### src/rtl/tdc_pkg.sv
package tdc_pkg;
  typedef enum logic [1:0] {
    ST_IDLE,
    ST_DISCH,
    ST_DONE,
    ST_HOLD
  } seq_state_e;
endpackage

### src/rtl/tdc_sync.sv
module tdc_sync #(
  parameter int STAGES = 2
) (
  input  logic clk_i,
  input  logic rst_ni,
  input  logic d_i,
  output logic q_o
);
  logic [STAGES-1:0] sr_q;

  for (genvar g = 0; g < STAGES; g++) begin : g_stage
    if (g == 0) begin : g_first
      always_ff @(posedge clk_i or negedge rst_ni) begin
        if (!rst_ni) sr_q[0] <= 1'b0;
        else         sr_q[0] <= d_i;
      end
    end else begin : g_next
      always_ff @(posedge clk_i or negedge rst_ni) begin
        if (!rst_ni) sr_q[g] <= 1'b0;
        else         sr_q[g] <= sr_q[g-1];
      end
    end
  end

  assign q_o = sr_q[STAGES-1];
endmodule

### src/rtl/tdc_seq.sv
module tdc_seq
  import tdc_pkg::*;
#(
  parameter int CNT_W   = 16,
  parameter int HOLD_W  = 8,
  parameter int CMP_LAT = 2
) (
  input  logic              clk_i,
  input  logic              rst_ni,
  input  logic              event_i,
  input  logic              ev_pre_i,
  input  logic              cmp_hit_i,
  input  logic [HOLD_W-1:0] hold_cycles_i,
  output logic              charge_en_o,
  output logic              discharge_en_o,
  output logic              res_valid_o,
  output logic [CNT_W-1:0]  res_count_o,
  output logic              res_ovf_o,
  output logic [CNT_W-1:0]  missed_o
);
  localparam logic [CNT_W-1:0] CNT_MAX = {CNT_W{1'b1}};
  localparam logic [CNT_W-1:0] LAT_C   = CNT_W'(CMP_LAT);

  seq_state_e        state_q, state_d;
  logic              ev_last_q;
  logic              ev_new;
  logic [CNT_W-1:0]  cnt_q;
  logic              cnt_full;
  logic [HOLD_W-1:0] hold_q;
  logic [CNT_W-1:0]  res_count_q;
  logic              res_ovf_q;
  logic [CNT_W-1:0]  missed_q;
  logic [CNT_W-1:0]  corrected;

  // final stage of the event shift register; its setting edge ends the charge
  always_ff @(posedge clk_i or negedge rst_ni) begin
    if (!rst_ni) ev_last_q <= 1'b0;
    else         ev_last_q <= ev_pre_i;
  end

  assign ev_new   = ev_pre_i & ~ev_last_q;
  assign cnt_full = (cnt_q == CNT_MAX);
  assign corrected = (cnt_q >= LAT_C) ? cnt_q - LAT_C : '0;

  always_comb begin
    state_d = state_q;
    unique case (state_q)
      ST_IDLE:  if (ev_new) state_d = ST_DISCH;
      ST_DISCH: if (cmp_hit_i || cnt_full) state_d = ST_DONE;
      ST_DONE:  state_d = ST_HOLD;
      ST_HOLD:  if (hold_q == '0) state_d = ST_IDLE;
      default:  state_d = ST_IDLE;
    endcase
  end

  always_ff @(posedge clk_i or negedge rst_ni) begin
    if (!rst_ni) begin
      state_q     <= ST_IDLE;
      cnt_q       <= '0;
      hold_q      <= '0;
      res_count_q <= '0;
      res_ovf_q   <= 1'b0;
      missed_q    <= '0;
    end else begin
      state_q <= state_d;
      if (state_q != ST_DISCH)             cnt_q <= '0;
      else if (!cmp_hit_i && !cnt_full)    cnt_q <= cnt_q + 1'b1;
      if (state_q == ST_DISCH && (cmp_hit_i || cnt_full)) begin
        res_ovf_q   <= ~cmp_hit_i;
        res_count_q <= cmp_hit_i ? corrected : CNT_MAX;
      end
      if (state_q == ST_DONE)      hold_q <= hold_cycles_i;
      else if (state_q == ST_HOLD) hold_q <= hold_q - 1'b1;
      if (ev_new && state_q != ST_IDLE && missed_q != CNT_MAX)
        missed_q <= missed_q + 1'b1;
    end
  end

  assign charge_en_o    = (state_q == ST_IDLE) && !ev_last_q && (event_i || ev_pre_i);
  assign discharge_en_o = (state_q == ST_DISCH);
  assign res_valid_o    = (state_q == ST_DONE);
  assign res_count_o    = res_count_q;
  assign res_ovf_o      = res_ovf_q;
  assign missed_o       = missed_q;

  p_switch_excl_r2: assert property (@(posedge clk_i) disable iff (!rst_ni)
    !(charge_en_o && discharge_en_o));
  p_disch_after_charge_r2: assert property (@(posedge clk_i) disable iff (!rst_ni)
    $rose(discharge_en_o) |-> $past(charge_en_o));
  p_valid_pulse_r3: assert property (@(posedge clk_i) disable iff (!rst_ni)
    res_valid_o |=> !res_valid_o);
  p_ovf_sat_r4: assert property (@(posedge clk_i) disable iff (!rst_ni)
    (res_valid_o && res_ovf_o) |-> (res_count_o == CNT_MAX));
  p_hold_off_r5: assert property (@(posedge clk_i) disable iff (!rst_ni)
    res_valid_o |=> (!charge_en_o && !discharge_en_o));
  p_missed_step_r6: assert property (@(posedge clk_i) disable iff (!rst_ni)
    (missed_q == $past(missed_q)) || (missed_q == $past(missed_q) + 1'b1));
endmodule

### src/rtl/tdc_cal.sv
module tdc_cal #(
  parameter int CNT_W      = 16,
  parameter int TRIM_W     = 8,
  parameter int TRIM_INIT  = 128,
  parameter int LOCK_PAIRS = 4
) (
  input  logic              clk_i,
  input  logic              rst_ni,
  input  logic              cal_mode_i,
  input  logic [CNT_W-1:0]  cal_target_i,
  input  logic              res_valid_i,
  input  logic [CNT_W-1:0]  res_count_i,
  input  logic              res_ovf_i,
  output logic [TRIM_W-1:0] trim_o,
  output logic              phase_o,
  output logic              lock_o
);
  localparam int EW = CNT_W + 2;
  localparam int SW = $clog2(LOCK_PAIRS + 1);
  localparam logic [TRIM_W-1:0]   TRIM_MAX = {TRIM_W{1'b1}};
  localparam logic signed [EW-1:0] E_POS   = EW'(1);
  localparam logic signed [EW-1:0] E_NEG   = -E_POS;
  localparam logic [SW-1:0]       LOCK_N   = SW'(LOCK_PAIRS);

  logic [CNT_W-1:0]     ref_q;
  logic [TRIM_W-1:0]    trim_q;
  logic                 phase_q;
  logic [SW-1:0]        streak_q;
  logic                 use_res;
  logic signed [EW-1:0] err;

  assign use_res = res_valid_i && !res_ovf_i && cal_mode_i;
  assign err = $signed({2'b00, res_count_i}) - $signed({2'b00, ref_q})
             - $signed({2'b00, cal_target_i});

  always_ff @(posedge clk_i or negedge rst_ni) begin
    if (!rst_ni) begin
      ref_q    <= '0;
      trim_q   <= TRIM_W'(TRIM_INIT);
      phase_q  <= 1'b0;
      streak_q <= '0;
    end else if (!cal_mode_i) begin
      phase_q <= 1'b0;
    end else if (use_res) begin
      if (!phase_q) begin
        ref_q   <= res_count_i;
        phase_q <= 1'b1;
      end else begin
        phase_q <= 1'b0;
        if (err > E_POS) begin
          if (trim_q != TRIM_MAX) trim_q <= trim_q + 1'b1;
          streak_q <= '0;
        end else if (err < E_NEG) begin
          if (trim_q != '0) trim_q <= trim_q - 1'b1;
          streak_q <= '0;
        end else if (streak_q != LOCK_N) begin
          streak_q <= streak_q + 1'b1;
        end
      end
    end
  end

  assign trim_o  = trim_q;
  assign phase_o = phase_q;
  assign lock_o  = (streak_q == LOCK_N);

  p_trim_step_r7: assert property (@(posedge clk_i) disable iff (!rst_ni)
    (trim_q == $past(trim_q)) || (trim_q == $past(trim_q) + 1'b1) ||
    (trim_q == $past(trim_q) - 1'b1));
  p_trim_top_r8: assert property (@(posedge clk_i) disable iff (!rst_ni)
    ($past(trim_q) == TRIM_MAX) |-> (trim_q != '0));
  p_trim_bottom_r8: assert property (@(posedge clk_i) disable iff (!rst_ni)
    ($past(trim_q) == '0) |-> (trim_q != TRIM_MAX));
  p_lock_on_result_r9: assert property (@(posedge clk_i) disable iff (!rst_ni)
    $rose(lock_o) |-> $past(res_valid_i));
  p_trim_frozen_r10: assert property (@(posedge clk_i) disable iff (!rst_ni)
    !$past(cal_mode_i) |-> ($stable(trim_q) && !phase_q));
endmodule

### src/rtl/tdc_interp_ctrl.sv
module tdc_interp_ctrl #(
  parameter int CNT_W       = 16,
  parameter int TRIM_W      = 8,
  parameter int HOLD_W      = 8,
  parameter int SYNC_STAGES = 2,
  parameter int TRIM_INIT   = 128,
  parameter int LOCK_PAIRS  = 4
) (
  input  logic              clk_i,
  input  logic              rst_ni,
  input  logic              event_i,
  input  logic              cmp_i,
  input  logic [HOLD_W-1:0] hold_cycles_i,
  input  logic              cal_mode_i,
  input  logic [CNT_W-1:0]  cal_target_i,
  output logic              charge_en_o,
  output logic              discharge_en_o,
  output logic              res_valid_o,
  output logic [CNT_W-1:0]  res_count_o,
  output logic              res_ovf_o,
  output logic [CNT_W-1:0]  missed_cnt_o,
  output logic [TRIM_W-1:0] trim_o,
  output logic              cal_phase_o,
  output logic              cal_lock_o
);
  localparam int EV_PRE_STAGES = SYNC_STAGES - 1;
  localparam int CMP_LAT       = SYNC_STAGES;

  logic ev_pre;
  logic cmp_hit;

  // event chain minus its last stage; the sequencer owns the last stage
  tdc_sync #(.STAGES(EV_PRE_STAGES)) u_ev_sync (
    .clk_i (clk_i),
    .rst_ni(rst_ni),
    .d_i   (event_i),
    .q_o   (ev_pre)
  );

  tdc_sync #(.STAGES(SYNC_STAGES)) u_cmp_sync (
    .clk_i (clk_i),
    .rst_ni(rst_ni),
    .d_i   (cmp_i),
    .q_o   (cmp_hit)
  );

  tdc_seq #(
    .CNT_W  (CNT_W),
    .HOLD_W (HOLD_W),
    .CMP_LAT(CMP_LAT)
  ) u_seq (
    .clk_i         (clk_i),
    .rst_ni        (rst_ni),
    .event_i       (event_i),
    .ev_pre_i      (ev_pre),
    .cmp_hit_i     (cmp_hit),
    .hold_cycles_i (hold_cycles_i),
    .charge_en_o   (charge_en_o),
    .discharge_en_o(discharge_en_o),
    .res_valid_o   (res_valid_o),
    .res_count_o   (res_count_o),
    .res_ovf_o     (res_ovf_o),
    .missed_o      (missed_cnt_o)
  );

  tdc_cal #(
    .CNT_W     (CNT_W),
    .TRIM_W    (TRIM_W),
    .TRIM_INIT (TRIM_INIT),
    .LOCK_PAIRS(LOCK_PAIRS)
  ) u_cal (
    .clk_i       (clk_i),
    .rst_ni      (rst_ni),
    .cal_mode_i  (cal_mode_i),
    .cal_target_i(cal_target_i),
    .res_valid_i (res_valid_o),
    .res_count_i (res_count_o),
    .res_ovf_i   (res_ovf_o),
    .trim_o      (trim_o),
    .phase_o     (cal_phase_o),
    .lock_o      (cal_lock_o)
  );
endmodule

### config.mk
export PLATFORM = sky130hd
export DESIGN_NAME = tdc_interp_ctrl
export DESIGN_NICKNAME = d
export VERILOG_FILES = /design/src/rtl/tdc_pkg.sv /design/src/rtl/tdc_sync.sv /design/src/rtl/tdc_seq.sv /design/src/rtl/tdc_cal.sv /design/src/rtl/tdc_interp_ctrl.sv
export SDC_FILE = /design/constraint.sdc
export NUM_CORES = 1
export LEC_CHECK = 0
export ABC_AREA = 0
export CAP_MARGIN = 5
export CELL_PAD_IN_SITES_DETAIL_PLACEMENT = 1
export CELL_PAD_IN_SITES_GLOBAL_PLACEMENT = 2
export CORE_MARGIN = 1.5
export CORE_UTILIZATION = 35
export DETAILED_ROUTE_END_ITERATION = 12
export GPL_TIMING_DRIVEN = 0
export PLACE_DENSITY = 0.81
export SLEW_MARGIN = 10
export SYNTH_ARGS = -nofsm -noshare
export SYNTH_HDL_FRONTEND = slang
export SYNTH_SLANG_ARGS = --single-unit
### constraint.sdc
create_clock -name clk_i -period 6.5 [get_ports clk_i]
set_clock_uncertainty 0.1 [all_clocks]
set_input_delay 1.3 -clock clk_i [delete_from_list [all_inputs] [get_ports clk_i]]
set_output_delay 1.3 -clock clk_i [all_outputs]
set_load 0.005 [all_outputs]
==> results.toml <==
[sta]
tightestPinTransition_ns = 0.712
period_minus_slack_ns = 6.12
setup_viol = 0
post-route-period-util_pct = 94.2
hold_violations = 0
final_max_slew_viol_count = 0
fmax_mhz = 163
slew_headroom_pct = 52.3

[global_routing]
grt_pass1_vias = 6142
grt_pass1_wl_microns = 29400
grt.total_usage_pct = 18.2
grt.overflow.total = 0
antenna_found_initial = 0
grt_max_degree = 64

[cts]
htreeDepth = 3
clock-sinks = 91
clock_path_buffers = 2
cts_root_buffer = "clkbuf_16"
clock_latency_ns = 0.34
cts_tree = "done"
path_clk_slew_ns = 0.07
cts_hold_buf = 0
cts_buffers = 9

[layout]
fin_nets = 932
n_antenna_cell = 0
final_util_pct = 43.8
area_growth_pct = 23.1
layout-drive-gt1-share_pct = 10.6

[synth]
synth_top_family_by_area = "simple AND/OR/NAND/NOR gates"
avgSynthCellArea_sq_um = 8.79
synth.distinct_cells = 70
synth_seq_cells = 91
synth_compound_area_share_pct = 16.1
synthMuxAreaShare_pct = 3.57
synthSimpleGateAreaFrac_pct = 21.2
synth_area_leaders = "dfrtp_1, ha_1, xnor2_1, o21ai_0, nand2_1"
synth_edf_count = 0
synthCells = 758
netlist.top_cell.by_area = "dfrtp_1"
ys_seq_area_share_pct = 34.2
ys.flop_type = "dfrtp_1"
synth_fp_nets = 839
netlist_area_sq_um = 6660
synthXorXnorAreaFrac_pct = 10.1
async_flop_share_pct = 100
synthAdderAreaFrac_pct = 9.99
yosysTopAreaCellShare_pct = 33.8
yosysMostFrequentCell = "dfrtp_1"
ys_warn_count = 0
synth_common_cells = "dfrtp_1, nand2_1, o21ai_0"

[detailed_routing]
drt-initial-drc-count = 131
vias = 5677
via_per_inst = 5.21
routed_wl_microns = 17600
drt-pass1-iter-count = 4
avgRoutedWirePerCell_microns = 16.1
drc = 0
ant_nets = 0

[floorplan]
ioPinCount = 75
core_sq_um = 18700
start_util_pct = 35.6
rows = 50
die_area_sq_um = 19900
die_x_microns = 141
die_y_microns = 141

[placement]
hpwlAfterDp_microns = 13800
port_buffers = 74
gp_congestion = 0.818

[run]
cap_viol_max_count = 0

[critical_path]
arrival_ns = 6.27
critPathLaunch = "u_seq.res_count_o[1]$_DFFE_PN0P_"
regToRegSetupSlack_ns = 0.38
critPathLaunchType = "flop"
r2r_end = "u_cal.trim_o[7]$_DFFE_PN1P_"
crit_required_ns = 6.65
worstSetupPathType = "reg2reg"
cp_max_fo = 13
critPathCaptureType = "flop"
r2r_start = "u_seq.res_count_o[1]$_DFFE_PN0P_"
critical_path.endpoint = "u_cal.trim_o[7]$_DFFE_PN1P_"
rr_worst_depth = 27

[hold_path]
hold_class = "reg2reg"

[status]
status = "completed"
## how the worst min path moves through the flow
stage | from | endpoint | slack (ns) | depth (start not counted)
5_1_grt | u_cmp_sync.sr_q[0]$_DFF_PN0_ | u_cmp_sync.q_o$_DFF_PN0_ | 0.26 | 0
3_5_place_dp | u_cmp_sync.sr_q[0]$_DFF_PN0_ | u_cmp_sync.q_o$_DFF_PN0_ | 0.24 | 0
2_1_floorplan | u_cmp_sync.sr_q[0]$_DFF_PN0_ | u_cmp_sync.q_o$_DFF_PN0_ | 0.23 | 0
3_3_place_gp | u_cmp_sync.sr_q[0]$_DFF_PN0_ | u_cmp_sync.q_o$_DFF_PN0_ | 0.24 | 0
6_report | u_cmp_sync.sr_q[0]$_DFF_PN0_ | u_cmp_sync.q_o$_DFF_PN0_ | 0.25 | 0
4_1_cts | u_cmp_sync.sr_q[0]$_DFF_PN0_ | u_cmp_sync.q_o$_DFF_PN0_ | 0.26 | 0
## worst max-delay path: stages (launching register included)
cell and delay [ns]:
dfrtp_1 0.40, ha_1 0.29, nor2b_1 0.13, o21ai_1 0.15, a21boi_1 0.11, o21ai_0 0.15, nand2b_1 0.10, a21o_1 0.19
a21o_1 0.22, a31oi_4 0.20, nor2b_1 0.18, xnor2_1 0.12, ha_2 0.42, and3_1 0.23, nand2_1 0.08, a211o_1 0.30
a41oi_2 0.19, xor2_1 0.25, and4bb_1 0.22, a21o_1 0.18, buf_6 0.13, clkbuf_8 0.17, ha_1 0.28, clkbuf_1 0.31
and3b_1 0.22, mux2_4 0.25, nor4_1 0.31, nand4b_1 0.15
## flip-flops by register name, indices dropped and copies added (netlist names)
| signal | count |
|---|---|
| u_seq.res_ovf_o | 1 |
| u_ev_sync.q_o | 1 |
| u_cmp_sync.sr_q | 1 |
| u_cmp_sync.q_o | 1 |
| u_cal.trim_o | 8 |
| u_seq.missed_o | 16 |
| u_seq.res_count_o | 16 |
| u_seq.ev_last_q | 1 |
| u_cal.phase_o | 1 |
| u_seq.hold_q | 8 |
| u_cal.ref_q | 16 |
| u_cal.streak_q | 3 |
| u_seq.cnt_q | 16 |
| u_seq.state_q | 2 |
## cell families (layout without fill, tap and decap cells)
logic type,count (synthesis),after routing
simple gates,273,273
compound gates,166,166
flops,91,91
buf+inv,78,176
xor+xnor,77,77
fa+ha+maj,52,52
mux,21,21
## area by class of cell
type	count	area (sq um)
Timing Repair Buffer	83	826
Clock inverter	6	66.3
Multi-Input combinational cell	589	4180
Sequential cell	91	2280
Inverter	49	184
Fill cell	2169	10500
Tap cell	234	293
Clock buffer	10	229
Buffer	28	148
## metal layers
layer | global-route usage, % | up-vias | part of all wire [%]
li1 | - | 2826 | -
met1 | 22.6 | 2776 | 46
met2 | 32.5 | 57 | 50
met3 | 2.41 | 18 | 2.0
met4 | 6.41 | 0 | 1.7
met5 | 0 | - | 0
## what timing repair did
action / 4_1_cts / 5_1_grt
pin swaps: 1 / 6
setup buffers: 0 / 8
endpoints found under the setup margin: 4 / 4
resized for setup: 7 / 24
## stage by stage
| step | hold slack, ns | TNS, ns | cell area (sq um) | setup WS [ns] | cells |
|---|---|---|---|---|---|
| finish | 0.254 | 0 | 8200 | 0.378 | 1090 |
| global route | 0.262 | -0.00673 | 8200 | -0.00673 | 1090 |
| CTS | 0.255 | 0 | 8050 | 0.0493 | 1082 |
| global placement | 0.235 | -1.21 | 7700 | -0.456 | 1066 |
| floorplan | 0.231 | 0 | 6660 | 0.557 | 758 |
| detailed placement | 0.241 | -2.18 | 7720 | -0.717 | 1067 |
## cell usage in the layout, fill, tap and decap left out, types with 4 or more instances in the layout
cell type	count
a211o_1	6
a211oi_1	4
a21o_1	12
a21oi_1	27
a21oi_2	7
a31oi_1	4
and2_1	19
and3_1	16
buf_4	10
clkbuf_1	19
clkbuf_16	9
clkdlybuf4s50_1	73
dfrtp_1	90
ha_1	45
inv_1	49
mux2_2	18
nand2_1	79
nand2b_1	11
nand3_1	21
nand4_1	8
nor2_1	46
nor2b_1	7
nor3_1	20
o21a_1	5
o21ai_0	62
or2_2	4
or3_1	10
or4_1	5
xnor2_1	52
xor2_1	23
Power is left out: the tool's default activity adds up to more than one toggle a clock period on the data nets, which glitch-free logic cannot reach.
